<file path="config.mk">
export PLATFORM = sky130hd
export DESIGN_NAME = sock_evt_irq
export DESIGN_NICKNAME = d
export VERILOG_FILES = /design/src/rtl/sock_evt_pkg.sv /design/src/rtl/sock_sync.sv /design/src/rtl/sock_evt_map.sv /design/src/rtl/sock_flag_bank.sv /design/src/rtl/sock_evt_irq.sv
export SDC_FILE = /design/constraint.sdc
export NUM_CORES = 1
export LEC_CHECK = 0
export ABC_AREA = 1
export CAP_MARGIN = 20
export CORE_ASPECT_RATIO = 1.4
export CORE_MARGIN = 2
export CORE_UTILIZATION = 50
export CTS_CLUSTER_DIAMETER = 80
export DETAILED_ROUTE_END_ITERATION = 16
export GPL_ROUTABILITY_DRIVEN = 0
export PLACE_DENSITY = 0.77
export SYNTH_ARGS = -nofsm -noshare
export SYNTH_HDL_FRONTEND = slang
export SYNTH_HIERARCHICAL = 1
export SYNTH_SLANG_ARGS = --single-unit
</file>
<file path="constraint.sdc">
create_clock -name clk -period 1.75 [get_ports clk]
set_input_delay 0.2625 -clock clk [delete_from_list [all_inputs] [get_ports clk]]
set_output_delay 0.2625 -clock clk [all_outputs]
set_load 0.02 [all_outputs]
</file>
<file path="src/rtl/sock_evt_pkg.sv">
package sock_evt_pkg;
  typedef enum logic [1:0] {
    CT_MEM16 = 2'd0,
    CT_IO16  = 2'd1,
    CT_CB32  = 2'd2,
    CT_NONE  = 2'd3
  } card_kind_e;

  localparam int NUM_PIN = 5;
  localparam int PN_BVD1 = 0;
  localparam int PN_BVD2 = 1;
  localparam int PN_RDY  = 2;
  localparam int PN_CD1  = 3;
  localparam int PN_CD2  = 4;

  localparam int NUM_EVT = 5;
  localparam int EV_STS  = 0;
  localparam int EV_AUX1 = 1;
  localparam int EV_AUX2 = 2;
  localparam int EV_PWR  = 3;
  localparam int EV_INS  = 4;

  localparam logic [NUM_EVT-1:0] KIND_BITS = 5'b00111;
endpackage

</file>
<file path="src/rtl/sock_sync.sv">
module sock_sync #(
  parameter int W      = 5,
  parameter int STAGES = 2
) (
  input  logic         clk,
  input  logic         rst_n,
  input  logic [W-1:0] din,
  output logic [W-1:0] dout
);
  localparam int NS = (STAGES < 2) ? 2 : STAGES;

  logic [NS-1:0][W-1:0] stg;

  always_ff @(posedge clk or negedge rst_n) begin
    if (!rst_n) stg <= '0;
    else        stg <= {stg[NS-2:0], din};
  end

  assign dout = stg[NS-1];
endmodule

</file>
<file path="src/rtl/sock_evt_map.sv">
module sock_evt_map
  import sock_evt_pkg::*;
(
  input  logic               clk,
  input  logic               rst_n,
  input  card_kind_e         kind,
  input  logic [NUM_PIN-1:0] pins_s,
  input  logic               pwr_done,
  output logic [NUM_EVT-1:0] set_vec,
  output logic               func_irq
);
  logic [NUM_PIN-1:0] prev_q;
  logic [NUM_PIN-1:0] chg;
  logic [NUM_PIN-1:0] rise;
  logic               fn_ok;

  always_ff @(posedge clk or negedge rst_n) begin
    if (!rst_n) prev_q <= '0;
    else        prev_q <= pins_s;
  end

  assign chg  = pins_s ^ prev_q;
  assign rise = pins_s & ~prev_q;

  always_comb begin
    set_vec = '0;
    unique case (kind)
      CT_MEM16: begin
        set_vec[EV_STS]  = chg[PN_BVD1];
        set_vec[EV_AUX1] = chg[PN_BVD2];
        set_vec[EV_AUX2] = chg[PN_RDY];
      end
      CT_IO16: begin
        set_vec[EV_STS]  = rise[PN_BVD1];
      end
      CT_CB32: begin
        set_vec[EV_STS]  = rise[PN_BVD1];
        set_vec[EV_AUX1] = chg[PN_CD1];
        set_vec[EV_AUX2] = chg[PN_CD2];
      end
      default: ;
    endcase
    set_vec[EV_PWR] = pwr_done;
    set_vec[EV_INS] = chg[PN_CD1] | chg[PN_CD2];
  end

  assign fn_ok = (kind == CT_IO16) || (kind == CT_CB32);

  always_ff @(posedge clk or negedge rst_n) begin
    if (!rst_n) func_irq <= 1'b0;
    else        func_irq <= pins_s[PN_RDY] & fn_ok;
  end
endmodule

</file>
<file path="src/rtl/sock_flag_bank.sv">
module sock_flag_bank #(
  parameter int                N         = 5,
  parameter logic [N-1:0]      SCRUB     = '1
) (
  input  logic         clk,
  input  logic         rst_n,
  input  logic [N-1:0] set_vec,
  input  logic         scrub,
  input  logic         reg_wr,
  input  logic         reg_addr,
  input  logic [N-1:0] reg_wdata,
  output logic [N-1:0] flags,
  output logic [N-1:0] masks,
  output logic [N-1:0] rdata
);
  localparam logic ADDR_FLAG = 1'b0;
  localparam logic ADDR_MASK = 1'b1;

  logic [N-1:0] clr;
  logic [N-1:0] nxt;

  assign clr = (reg_wr && reg_addr == ADDR_FLAG) ? reg_wdata : '0;

  for (genvar i = 0; i < N; i++) begin : g_bit
    logic keep;
    assign keep   = !clr[i] && !(scrub && SCRUB[i]);
    assign nxt[i] = set_vec[i] | (flags[i] & keep);
  end

  always_ff @(posedge clk or negedge rst_n) begin
    if (!rst_n) flags <= '0;
    else        flags <= nxt;
  end

  always_ff @(posedge clk or negedge rst_n) begin
    if (!rst_n)                              masks <= '0;
    else if (reg_wr && reg_addr == ADDR_MASK) masks <= reg_wdata;
  end

  assign rdata = (reg_addr == ADDR_MASK) ? masks : flags;
endmodule

</file>
<file path="src/rtl/sock_evt_irq.sv">
module sock_evt_irq
  import sock_evt_pkg::*;
#(
  parameter int SYNC_STAGES = 2
) (
  input  logic               clk,
  input  logic               rst_n,
  input  logic [1:0]         card_type,
  input  logic               pin_bvd1,
  input  logic               pin_bvd2,
  input  logic               pin_rdy,
  input  logic               pin_cd1,
  input  logic               pin_cd2,
  input  logic               pwr_done,
  input  logic               reg_wr,
  input  logic               reg_addr,
  input  logic [NUM_EVT-1:0] reg_wdata,
  output logic [NUM_EVT-1:0] reg_rdata,
  output logic               sts_irq,
  output logic               func_irq
);
  card_kind_e         kind;
  card_kind_e         type_q;
  logic               type_chg;
  logic [NUM_PIN-1:0] pins_raw;
  logic [NUM_PIN-1:0] pins_s;
  logic [NUM_EVT-1:0] evt_set;
  logic [NUM_EVT-1:0] flag_q;
  logic [NUM_EVT-1:0] mask_q;

  assign kind = card_kind_e'(card_type);

  assign pins_raw[PN_BVD1] = pin_bvd1;
  assign pins_raw[PN_BVD2] = pin_bvd2;
  assign pins_raw[PN_RDY]  = pin_rdy;
  assign pins_raw[PN_CD1]  = pin_cd1;
  assign pins_raw[PN_CD2]  = pin_cd2;

  always_ff @(posedge clk or negedge rst_n) begin
    if (!rst_n) type_q <= CT_MEM16;
    else        type_q <= kind;
  end

  assign type_chg = (kind != type_q);

  sock_sync #(.W(NUM_PIN), .STAGES(SYNC_STAGES)) u_sync (
    .clk   (clk),
    .rst_n (rst_n),
    .din   (pins_raw),
    .dout  (pins_s)
  );

  sock_evt_map u_map (
    .clk      (clk),
    .rst_n    (rst_n),
    .kind     (kind),
    .pins_s   (pins_s),
    .pwr_done (pwr_done),
    .set_vec  (evt_set),
    .func_irq (func_irq)
  );

  sock_flag_bank #(.N(NUM_EVT), .SCRUB(KIND_BITS)) u_bank (
    .clk       (clk),
    .rst_n     (rst_n),
    .set_vec   (evt_set),
    .scrub     (type_chg),
    .reg_wr    (reg_wr),
    .reg_addr  (reg_addr),
    .reg_wdata (reg_wdata),
    .flags     (flag_q),
    .masks     (mask_q),
    .rdata     (reg_rdata)
  );

  assign sts_irq = |(flag_q & mask_q);
endmodule

</file>
==> results.toml <==
[run_status]
status = "completed"

[critical_path]
crit_fanout = 15
end_kind = "output pin"
crit-reg2reg-launch = "u_sync/dout[0]"
worstSetupPathType = "primary input to output pin"
start_kind = "primary input"
reg2reg_setup_slack_ns = 0.63
critPathLaunch = "reg_addr"
critical_path_arrival_ns = 1.43
cp.required_ns = 1.49
r2r_cells = 6

[yosys]
synthAdderAreaFrac_pct = 4.04
synth_cell_types = 12
yosys.area_share.xor_xnor_pct = 1.42
synthesis.nets = 164
synth_compound_area_share_pct = 1.62
synth_seq_cells = 28
yosysSeqAreaShare_pct = 56.6
yosys.area.top_type = "dfrtp_1"
synth_area_um2 = 1240
synth_cells = 143
synthSimpleGateAreaFrac_pct = 23.6
synth_top_cells_by_area = "dfrtp_1 (57%), nand2_1 (17%), inv_1 (7.0%)"
synth-async-reset-ratio_pct = 100
synth_top_flop_cell = "dfrtp_1"
syn_area_per_cell_um2 = 8.65
synth_top_family_by_area = "simple AND/OR/NAND/NOR gates"
ys_warn_count = 6
ys_top_cells_by_count = "nand2_1 (55), dfrtp_1 (28), inv_1 (23)"
synth.most_common_cell = "nand2_1"
synth_top_area_share_pct = 56.6
synth_mux_area_share_pct = 0
synth_edf_count = 0

[cells_and_area]
antennaDiodeCount = 0
final_design_area_no_fill_um2 = 1480
area_growth_pct = 19.7
layout-drive-gt1-share_pct = 5.42
fin_cells = 189
final_util_pct = 62.6
nNetsFinal = 189

[pwr]
p_leak_nw = 0.813
peakVddDrop_mv = 0.608
p_sw_mw = 0.315
p_comb_share_pct = 18.6
p_seq_share_pct = 60.5
p_per_area_nw_per_um2 = 801
power.total_mw = 1.19
intPower_mw = 0.873
clock_power_share_pct = 20.9
swShare_pct = 26.5

[route]
ant_nets = 0
wire_per_inst_um = 11.0
drc = 0
first_iter_violations = 27
wl_mm = 2.07
viasPerCell = 5.01
vias = 946
drtPass1Iterations = 4

[global_route]
grt_usage_pct = 16.8
grt_pass1_wl_mm = 3.55
antenna_found_initial = 0
grt_max_degree = 29
grt-ovfl-total = 0
grt_pass1_vias = 897

[cts]
numCtsBuffers = 3
hold_buffers = 0
htreeDepth = 1
cts_tree = "built"
clk_latency_ns = 0.31
clock_sinks = 28
cts_root_buffer = "clkbuf_4"
cts_max_path_buffers = 2
path_clk_slew_ns = 0.13
post_cts_buffers = 0

[timing]
setup_viol_count_final = 0
finalHoldViolCount = 0
tightestPinTransition_ns = 0.364
skew_ns = 0.00218
post-route-period-util_pct = 96.5
final.min_clock_period_ns = 1.69
grt_setup_unrepaired = "no"
maxSlewHeadroom_pct = 75.6
slew_viol_final = 0
fin_hold_ws_ns = 0.304
max_freq_mhz = 592

[placed_design]
dp_cells = 186
portBuffers = 23
placed_area_um2 = 1470
place_hpwl_mm = 1.61

[floorplanning]
die_w_um = 46.0
dieArea_um2 = 2890
rows = 21
die_height_um = 62.9
num_io_pins = 24
core-area_um2 = 2360
start_util_pct = 52.3

[min_path]
hp-class = "primary input to async pin"

[run]
max_cap_viol_count = 0
-- state kept, by name, indices dropped and copies added, names as in the netlist --
register / count
u_map/func_irq: 1
u_sync/stg: 5
u_map/prev_q: 5
type_q: 2
u_bank/masks: 5
u_sync/dout: 5
u_bank/flags: 5
-- routing by layer --
| metal | routed length, um | vias to the layer above | global-route usage [%] |
|---|---|---|---|
| met5 | 0 | - | 0 |
| met4 | 42 | 0 | 8.93 |
| met1 | 816 | 448 | 17.9 |
| met3 | 79 | 4 | 1.73 |
| met2 | 1130 | 21 | 30.0 |
| li1 | - | 473 | - |
-- worst max-delay path, stage by stage --
cell	delay [ns]
clkdlybuf4s50_1	0.45
buf_4	0.18
inv_2	0.07
nand2_1	0.08
nand2_1	0.06
dlygate4sd2_1	0.31
-- power groups by stage --
stage	logic (mW)	registers [mW]	clock network [mW]
3_3_place_gp	0.228	0.728	0
6_report	0.221	0.718	0.248
2_1_floorplan	0.131	0.725	0
4_1_cts	0.223	0.719	0.264
5_1_grt	0.249	0.725	0.293
3_5_place_dp	0.236	0.732	0
-- per-stage QoR --
| stage | setup TNS (ns) | worst slack [ns] |
|---|---|---|
| 6_report | 0 | 0.0621 |
| 5_1_grt | 0 | 0.00498 |
| 4_1_cts | 0 | 0.0632 |
| 3_5_place_dp | -0.847 | -0.187 |
| 3_3_place_gp | -0.668 | -0.146 |
| 2_1_floorplan | 0 | 0.645 |
-- path summary, 6_finish.rpt --
kind / endpoint
worst max-delay path: reg_rdata[4]
worst min-delay path: u_bank/masks[3]
worst max register to register: u_bank/flags[0]
worst min register to register: u_sync/dout[2]
min in group clk: u_sync/dout[2]
max in group asynchronous: u_bank/masks[0]
-- cells by family (layout without fill, tap and decap cells) --
group                    Yosys count  count (layout)
buffers and inverters             32              55
adder cells (fa/ha/maj)            4               4
AND/OR/NAND/NOR                   73              73
flip-flops                        28              28
AO/OA/AOI/OAI                      4               4
XOR/XNOR                           2               2
-- what timing repair did --
item / 4_1_cts / 5_1_grt
setup endpoints to repair: 6 / 0
gates resized for setup: 6 / 0
endpoints found under the hold margin: 0 / 0
-- placed cells by master (no fill, tap or decap), drive strengths merged --
cell	Yosys	final
dfrtp	28	28
nand2	55	55
xnor2	2	2
clkbuf	0	3
nand3	14	14
clkdlybuf4s50	0	17
nor2	4	4
a21oi	1	1
inv	24	24
dlygate4sd2	0	6
o21ai	3	3
buf	8	5
ha	4	4
-- cell type report --
type / count / area [um2]
clock buffer: 3 / 22.5
fill: 200 / 883
inverter: 24 / 90.1
multi-input combinational: 83 / 379
sequential: 28 / 701
tap: 23 / 28.8
timing repair buffer: 28 / 260
No activity file was read; power rests on OpenSTA's default activity.
